==> config.mk <==
export PLATFORM = sky130hd
export DESIGN_NAME = evt_ring_buf
export DESIGN_NICKNAME = d
export VERILOG_FILES = /design/src/rtl/evt_buf_pkg.sv /design/src/rtl/evt_mem.sv /design/src/rtl/evt_wr_ctrl.sv /design/src/rtl/evt_rd_ctrl.sv /design/src/rtl/evt_ring_buf.sv
export SDC_FILE = /design/constraint.sdc
export NUM_CORES = 2
export LEC_CHECK = 0
export BUFFER_PORTS_ARGS = -buffer_cell sky130_fd_sc_hd__buf_2
export CAP_MARGIN = 30
export CORE_MARGIN = 4
export CORE_UTILIZATION = 30
export CTS_CLUSTER_SIZE = 10
export DETAILED_ROUTE_END_ITERATION = 12
export PLACE_DENSITY_LB_ADDON = 0.25
export SLEW_MARGIN = 10
export SYNTH_ARGS = -nofsm -noshare
export SYNTH_HDL_FRONTEND = slang
export SYNTH_HIERARCHICAL = 1
export SYNTH_SLANG_ARGS = --single-unit
==> constraint.sdc <==
create_clock -name clk_i -period 6.8 [get_ports clk_i]
set_input_delay 1.36 -clock clk_i [delete_from_list [all_inputs] [get_ports clk_i]]
set_output_delay 1.36 -clock clk_i [all_outputs]
set_load 0.1 [all_outputs]
==> src/rtl/evt_buf_pkg.sv <==
package evt_buf_pkg;
  localparam int WORD_W  = 32;
  localparam int TAG_W   = 4;
  localparam int MADDR_W = 5;
  localparam int CNT_W   = 7;
  localparam int PAD_W   = WORD_W - 1 - TAG_W - MADDR_W - CNT_W;

  typedef logic [WORD_W-1:0] word_t;

  typedef struct packed {
    logic               is_hdr;
    logic [TAG_W-1:0]   tag;
    logic [MADDR_W-1:0] maddr;
    logic [PAD_W-1:0]   pad;
    logic [CNT_W-1:0]   cnt;
  } hdr_t;
endpackage

==> src/rtl/evt_mem.sv <==
module evt_mem
  import evt_buf_pkg::*;
#(
  parameter int DEPTH = 64,
  localparam int AW   = $clog2(DEPTH)
) (
  input  logic             clk_i,
  input  logic             we_i,
  input  logic [AW-1:0]    waddr_i,
  input  word_t            wdata_i,
  input  logic [AW-1:0]    raddr_i,
  output word_t            rdata_o,
  input  logic [AW-1:0]    haddr_i,
  output logic [CNT_W-1:0] hcnt_o
);
  word_t mem_q [DEPTH];

  always_ff @(posedge clk_i) begin
    if (we_i) mem_q[waddr_i] <= wdata_i;
  end

  assign rdata_o = mem_q[raddr_i];
  assign hcnt_o  = mem_q[haddr_i][CNT_W-1:0];
endmodule

==> src/rtl/evt_wr_ctrl.sv <==
module evt_wr_ctrl
  import evt_buf_pkg::*;
#(
  parameter int DEPTH = 64,
  localparam int AW   = $clog2(DEPTH)
) (
  input  logic               clk_i,
  input  logic               rst_ni,
  input  logic               data_acc_i,
  input  logic               close_acc_i,
  input  logic               abort_i,
  input  logic [WORD_W-2:0]  wr_data_i,
  input  logic [MADDR_W-1:0] maddr_i,
  output logic               we_o,
  output logic [AW-1:0]      waddr_o,
  output word_t              wdata_o,
  output logic [CNT_W-1:0]   open_cnt_o,
  output logic [TAG_W-1:0]   tag_o
);
  logic [AW-1:0]    hdr_ptr_q;
  logic [CNT_W-1:0] cnt_q;
  logic [TAG_W-1:0] tag_q;
  hdr_t             hdr;

  always_ff @(posedge clk_i or negedge rst_ni) begin
    if (!rst_ni) begin
      hdr_ptr_q <= '0;
      cnt_q     <= '0;
      tag_q     <= '0;
    end else if (abort_i) begin
      cnt_q <= '0;
    end else if (close_acc_i) begin
      hdr_ptr_q <= hdr_ptr_q + AW'(cnt_q) + AW'(1);
      cnt_q     <= '0;
      tag_q     <= tag_q + TAG_W'(1);
    end else if (data_acc_i) begin
      cnt_q <= cnt_q + CNT_W'(1);
    end
  end

  always_comb begin
    hdr.is_hdr = 1'b1;
    hdr.tag    = tag_q;
    hdr.maddr  = maddr_i;
    hdr.pad    = '0;
    hdr.cnt    = cnt_q;
  end

  // header slot is back-filled at close; data goes after it
  assign we_o       = close_acc_i | data_acc_i;
  assign waddr_o    = close_acc_i ? hdr_ptr_q : hdr_ptr_q + AW'(cnt_q) + AW'(1);
  assign wdata_o    = close_acc_i ? word_t'(hdr) : {1'b0, wr_data_i};
  assign open_cnt_o = cnt_q;
  assign tag_o      = tag_q;
endmodule

==> src/rtl/evt_rd_ctrl.sv <==
module evt_rd_ctrl
  import evt_buf_pkg::*;
#(
  parameter int DEPTH = 64,
  localparam int AW   = $clog2(DEPTH)
) (
  input  logic             clk_i,
  input  logic             rst_ni,
  input  logic             avail_i,
  input  logic             rd_ready_i,
  input  logic             skip_i,
  input  logic [CNT_W-1:0] head_cnt_i,
  output logic [AW-1:0]    raddr_o,
  output logic [AW-1:0]    haddr_o,
  output logic             release_o,
  output logic [CNT_W:0]   release_len_o
);
  logic [AW-1:0]    head_q;
  logic [CNT_W-1:0] pos_q;
  logic             at_end, step;

  assign at_end        = pos_q == head_cnt_i;
  assign release_o     = avail_i & (skip_i | (rd_ready_i & at_end));
  assign step          = avail_i & rd_ready_i & ~release_o;
  assign release_len_o = {1'b0, head_cnt_i} + (CNT_W+1)'(1);

  always_ff @(posedge clk_i or negedge rst_ni) begin
    if (!rst_ni) begin
      head_q <= '0;
      pos_q  <= '0;
    end else if (release_o) begin
      head_q <= head_q + AW'(release_len_o);
      pos_q  <= '0;
    end else if (step) begin
      pos_q <= pos_q + CNT_W'(1);
    end
  end

  assign raddr_o = head_q + AW'(pos_q);
  assign haddr_o = head_q;
endmodule

==> src/rtl/evt_ring_buf.sv <==
module evt_ring_buf
  import evt_buf_pkg::*;
#(
  parameter int DEPTH   = 64,
  parameter int MAX_EVT = 8,
  localparam int AW     = $clog2(DEPTH),
  localparam int EW     = $clog2(MAX_EVT + 1),
  localparam int UW     = AW + 1,
  localparam int SW     = UW + 1
) (
  input  logic               clk_i,
  input  logic               rst_ni,
  input  logic [MADDR_W-1:0] mod_addr_i,
  input  logic               wr_valid_i,
  input  logic [WORD_W-2:0]  wr_data_i,
  output logic               wr_ready_o,
  input  logic               close_i,
  input  logic               abort_i,
  output logic [WORD_W-1:0]  rd_data_o,
  input  logic               rd_ready_i,
  input  logic               skip_i,
  output logic               evt_avail_o,
  output logic               full_o
);
  logic [EW-1:0]    evt_cnt_q;
  logic [UW-1:0]    used_q;
  logic [CNT_W-1:0] open_cnt;
  logic [TAG_W-1:0] tag_w;
  logic             we;
  logic [AW-1:0]    waddr, raddr, haddr;
  word_t            wdata;
  logic [CNT_W-1:0] head_cnt;
  logic             rel;
  logic [CNT_W:0]   rel_len;
  logic [SW-1:0]    used_ext, open_ext;
  logic             evt_full, room_data, room_close, data_acc, close_acc;
  logic [UW-1:0]    add_w, sub_w;

  assign used_ext   = SW'(used_q);
  assign open_ext   = SW'(open_cnt);
  // one extra word is always held for the open event's header
  assign room_data  = (used_ext + open_ext + SW'(1)) < SW'(DEPTH);
  assign room_close = (used_ext + open_ext) < SW'(DEPTH);
  assign evt_full   = evt_cnt_q == EW'(MAX_EVT);

  assign full_o      = evt_full | ~room_data;
  assign wr_ready_o  = ~full_o;
  assign evt_avail_o = evt_cnt_q != '0;
  assign data_acc    = wr_valid_i & ~close_i & ~abort_i & ~full_o;
  assign close_acc   = close_i & ~abort_i & ~evt_full & room_close;

  assign add_w = close_acc ? UW'(open_cnt) + UW'(1) : '0;
  assign sub_w = rel ? UW'(rel_len) : '0;

  always_ff @(posedge clk_i or negedge rst_ni) begin
    if (!rst_ni) begin
      evt_cnt_q <= '0;
      used_q    <= '0;
    end else begin
      used_q <= used_q + add_w - sub_w;
      case ({close_acc, rel})
        2'b10:   evt_cnt_q <= evt_cnt_q + EW'(1);
        2'b01:   evt_cnt_q <= evt_cnt_q - EW'(1);
        default: evt_cnt_q <= evt_cnt_q;
      endcase
    end
  end

  evt_wr_ctrl #(.DEPTH(DEPTH)) u_wr (
    .clk_i      (clk_i),
    .rst_ni     (rst_ni),
    .data_acc_i (data_acc),
    .close_acc_i(close_acc),
    .abort_i    (abort_i),
    .wr_data_i  (wr_data_i),
    .maddr_i    (mod_addr_i),
    .we_o       (we),
    .waddr_o    (waddr),
    .wdata_o    (wdata),
    .open_cnt_o (open_cnt),
    .tag_o      (tag_w)
  );

  evt_rd_ctrl #(.DEPTH(DEPTH)) u_rd (
    .clk_i        (clk_i),
    .rst_ni       (rst_ni),
    .avail_i      (evt_avail_o),
    .rd_ready_i   (rd_ready_i),
    .skip_i       (skip_i),
    .head_cnt_i   (head_cnt),
    .raddr_o      (raddr),
    .haddr_o      (haddr),
    .release_o    (rel),
    .release_len_o(rel_len)
  );

  evt_mem #(.DEPTH(DEPTH)) u_mem (
    .clk_i  (clk_i),
    .we_i   (we),
    .waddr_i(waddr),
    .wdata_i(wdata),
    .raddr_i(raddr),
    .rdata_o(rd_data_o),
    .haddr_i(haddr),
    .hcnt_o (head_cnt)
  );
endmodule

# ---- Word level (Yosys, flattened, before mapping)
# Memory sizes are Yosys's and may differ from the RTL's.
# Index checks and enable logic that the tools add are counted.
dict set report totals {
  output_inout_bits 35
  regBits 41
  mem_count 1
  mem_bits_rw 2048
  in_bits 43
}
# memory words width read_ports rd_ports_with_merged_regs wr line_no
set memory_table {}
lappend memory_table {u_mem.mem_q 64 32 2 0 1 evt_mem.sv:16} ;# word_t mem_q [DEPTH];
dict set report op_classes {
  muxes 12
  n_eq_ne 4
  add_sub_neg 14
  magnitude_cmp 2
  n_reduce_logical 5
  bitwise 19
}
# cell n
set ops {}
lappend ops {{$mux W7} 7}
lappend ops {{$mux W32} 1}
lappend ops {{$add A7 B1 Y7 const B} 3}
lappend ops {{$add A6 B6 Y6} 3}
lappend ops {{$lt A8 B7 Y1 const B} 2}
lappend ops {{$and A1 B1 Y1} 10}
lappend ops {{$add A4 B1 Y4 const B} 2}
lappend ops {{$add A7 B7 Y8} 1}
lappend ops {{$add A8 B1 Y8 const B} 1}
lappend ops {{$pmux W4 S2} 1}
lappend ops {{$add A7 B7 Y7} 1}
lappend ops {{$eq A7 B7 Y1} 1}
lappend ops {{$sub A7 B7 Y7} 1}
lappend ops {{$add A6 B1 Y6 const B} 1}
lappend ops {{$mux W6} 1}
lappend ops {{$not A1 Y1} 6}
lappend ops {{$eq A4 B4 Y1 const B} 1}
lappend ops {{$reduce_bool A2 Y1} 2}
lappend ops {{$reduce_bool A4 Y1} 1}
lappend ops {{$sub A4 B1 Y4 const B} 1}
lappend ops {{$or A1 B1 Y1} 3}
lappend ops {{$reduce_bool A3 Y1} 1}
lappend ops {{$eq A2 B1 Y1 const B} 1}
lappend ops {{$eq A2 B2 Y1 const B} 1}
lappend ops {{2 further kinds} 3}

# ---- Longest topological paths before layout
dict set report depth {
  depth_word 10
  depth_mapped 25
}

# ---- Modules after synthesis
# The synthesis kept the hierarchy.
# mod cells_per_inst instances seq_area_each_um2 area_per_inst_um2
set modules_own_cells {}
lappend modules_own_cells {evt_mem 3566 1 61499.0 81420.6}
lappend modules_own_cells {evt_ring_buf 154 1 275.3 1408.9}
lappend modules_own_cells {evt_wr_ctrl 141 1 425.4 1298.7}
lappend modules_own_cells {evt_rd_ctrl 117 1 325.3 1129.8}

# ---- Worst setup path before layout
# No wires, ideal clock.
dict set report synth_timing {
  kind {flip-flop to output port}
  start {register u_rd.pos_q[0]}
  end {output port rd_data_o[15]}
  stages_incl_launch_ff 10
  path_buffers 2
  slack_ps 759
  t_arrival_ps 4681
  path_cell_list {dfrtp_1 ha_1 fa_1 xor2_1 buf_2 clkbuf_1 mux4_2 mux2i_1 mux4_2 a211oi_1}
}
dict set report synth_between {
  elab_chain_cells 2
}
# element line_no
set synth_lines {}
lappend synth_lines {{start: declaration} evt_rd_ctrl.sv:19} ;# logic [CNT_W-1:0] pos_q;
lappend synth_lines {{start signal: assignment} evt_rd_ctrl.sv:35} ;# pos_q <= pos_q + CNT_W'(1);
lappend synth_lines {{$add A6 B6 Y6} evt_rd_ctrl.sv:39} ;# assign raddr_o = head_q + AW'(pos_q);
lappend synth_lines {{via raddr[2]} evt_ring_buf.sv:30} ;# logic [AW-1:0] waddr, raddr, haddr;
lappend synth_lines {{$mem_v2 Z64 W32} n/a}
lappend synth_lines {{end: declaration} evt_ring_buf.sv:19} ;# output logic [WORD_W-1:0] rd_data_o,
# The timed path passes the listed nets, and every way through them passes these cells.

# ---- Final worst setup path
dict set report layout_timing {
  start {register u_rd.head_q[0] (netlist: u_rd/haddr_o[0])}
  end {output port rd_data_o[17]}
}
dict set report layout_between {
  elab_chain_cells 2
}
# element line_no
set layout_lines {}
lappend layout_lines {{start: declaration} evt_rd_ctrl.sv:18} ;# logic [AW-1:0] head_q;
lappend layout_lines {{start signal: assignment} evt_rd_ctrl.sv:32} ;# head_q <= head_q + AW'(release_len_o);
lappend layout_lines {{$add A6 B6 Y6} evt_rd_ctrl.sv:39}
lappend layout_lines {{via raddr[1]} evt_ring_buf.sv:30}
lappend layout_lines {{$mem_v2 Z64 W32} n/a}
# The timed path passes the listed nets, and every way through them passes these cells.

==> flow_metrics.py <==
metrics = {
    "outcome": {
        "outcome": "complete, no violations",
    },
    "run": {
        "maxCapViolations": 0,
    },
    "pwr": {
        "pwr-share-clk": 0.207,
        "power.density_nw_per_um2": 532,
        "power_uw": 53100,
        "switchingPower_uw": 21500,
        "ir_drop_uv": 955,
        "power.internal_uw": 31600,
        "power_frac_seq": 0.283,
        "power.share.switching": 0.405,
        "combinationalPowerShare": 0.510,
        "leakagePower_uw": 0.0314,
    },
    "sta": {
        "setup_viol": 0,
        "fin_crit_sh": 0.985,
        "fin_hold_ws_ps": 468,
        "max-slew-margin-rel": 0.316,
        "setup_tns_ps": 0,
        "fin_skew_ps": 53.6,
        "worst_pin_slew_ps": 1030,
        "fmax_mhz": 149,
        "slew_violations": 0,
        "finalHoldViolCount": 0,
        "period_needed_ps": 6700,
        "rsz0062_at_grt": "true",
    },
    "logic_synthesis": {
        "syn_nets": 4067,
        "yosys_warnings": 6,
        "syn_area_um2": 85200,
        "synth_cells": 3976,
        "avgSynthCellArea_um2": 21.4,
    },
    "critical_path": {
        "cp-end-kind": "output port",
        "cp_max_fo": 37,
        "rr_worst_depth": 21,
        "arrival_ps": 5340,
        "cp.required_ps": 5440,
        "path_class": "reg2out",
        "cp-start-kind": "flip-flop",
    },
    "grt": {
        "grt_max_degree": 84,
        "grt.busiest_layer": "met2",
        "grt_pass1_vias": 44600,
        "gr-usage-all-layers": 0.174,
        "use_met1": 0.244,
        "overflow": 0,
        "met3_usage": 0.0344,
        "grt_pass1_wl_mm": 360,
        "antenna_found_initial": 20,
        "grt_util_met2": 0.276,
    },
    "clock_tree": {
        "clock-sinks": 2089,
        "clock_latency_ps": 870,
        "clk_pin_slew_ps": 60,
        "hold_buffers": 0,
        "cts_made_buffers": 232,
        "cts-root-buf": "clkbuf_16",
        "clk_path_buf_depth": 3,
        "htreeDepth": 4,
        "cts_tree": "done",
    },
    "final_layout": {
        "final-seq-area_um2": 62500,
        "fin_nets": 4413,
        "fillers": 26000,
        "final_common_cell": "edfxtp_1",
        "drive_above_1_share": 0.317,
        "syn2layout_area_growth_pct": 17.1,
        "multi_input_area_um2": 21900,
        "final_cell_mix": "edfxtp_1 (2048), mux4_2 (654), clkbuf_16 (233), buf_4 (158), buf_12 (132)",
    },
    "floorplan": {
        "rows": 195,
        "start_util": 0.302,
        "core_um2": 283000,
        "ios": 78,
        "die_h_um": 541,
        "die_w_um": 541,
        "dieArea_um2": 293000,
    },
    "drt": {
        "drt-pass1-iter-count": 5,
        "vias": 43800,
        "route.detailed.drc": 0,
        "postRouteAntennaNets": 0,
        "post_drt_wl_per_cell_um": 31.8,
        "via_per_inst": 5.39,
        "drtIter0Drc": 5210,
        "routed_wl_mm": 259,
    },
    "place": {
        "gp_congestion": 0.822,
        "dp_hpwl_mm": 150,
        "portBuffers": 77,
    },
    "min_path": {
        "hold_path_class": "reg2reg",
        "hold_path_depth": 1,
    },
}
## final cells by class
class,instances,area share
Sequential cell,2089,0.626
Multi-Input combinational cell,1615,0.219
Clock buffer,269,0.0596
Tap cell,3743,0.0469
Timing Repair Buffer,342,0.0419
Clock inverter,25,0.00411
Inverter,42,0.00160
Antenna cell,2,0.0000501
## what timing repair did
| action | 4_1_cts | 5_1_grt |
|---|---|---|
| hold endpoints to repair | 0 | 0 |
| pin swaps | 0 | 0 |
| endpoints found under the setup margin | 1 | 4 |
| gates cloned | 0 | 1 |
| gates resized for setup | 2 | 1 |
| setup buffers | 0 | 1 |
## power by group through the flow
stage                     Sequential [uW]  Combinational, uW  Clock [uW]
final                               15000              27100       11000
after global routing                15000              28400       11800
after CTS                           15000              27200       11300
after detailed placement            15300              27200           0
after global placement              15300              27200           0
after floorplan                     15200              16800           0
## sequential cells by signal (all words and copies together), names as in the netlist
name	flops
u_rd/pos_q	7
u_wr/tag_o	4
u_wr/hdr_ptr_q	6
u_mem/mem_q	2048
u_wr/open_cnt_o	7
evt_cnt_q	4
u_rd/haddr_o	6
used_q	7
## path summary, 6_finish.rpt
kind	endpoint	startpoint	slack [ps]
setup reg to reg	used_q[6]$_DFF_PN0_	u_rd/haddr_o[0]$_DFFE_PN0N_	720
max in group asynchronous	u_rd/haddr_o[0]$_DFFE_PN0N_	rst_ni	5710
hold / removal	u_wr/tag_o[3]$_DFFE_PN0P_	u_wr/tag_o[3]$_DFFE_PN0P_	470
min in group asynchronous	u_wr/tag_o[1]$_DFFE_PN0P_	rst_ni	570
hold reg to reg	u_wr/tag_o[3]$_DFFE_PN0P_	u_wr/tag_o[3]$_DFFE_PN0P_	470
setup / recovery	rd_data_o[17]	u_rd/haddr_o[0]$_DFFE_PN0N_	100
## layer usage
| layer | routed length [um] | share of wire | vias to the layer above |
|---|---|---|---|
| met1 | 109000 | 0.42 | 24100 |
| met2 | 122000 | 0.47 | 1887 |
| met4 | 6730 | 0.026 | 8 |
| met3 | 20800 | 0.080 | 339 |
| li1 | - | - | 17400 |
| met5 | 51 | 0.00020 | - |
## critical path: stages (launching register included)
cell and delay (ps):
dfrtp_4 650, ha_4 240, fa_4 1180, buf_12 290, buf_12 280, mux4_2 240, o22ai_1 110, or4_1 720
a22oi_1 470, buf_12 240
## stage by stage
step,instances,util,setup WS (ps),instance area [um2]
floorplan,3976,-,759,85200
global placement,7824,0.330,787,93400
detailed placement,7827,0.330,737,93400
CTS,8121,0.353,5.43,99700
global route,8126,0.353,-10.3,99800
finish,8127,0.353,103,99800
No activity file was read; power rests on OpenSTA's default activity.
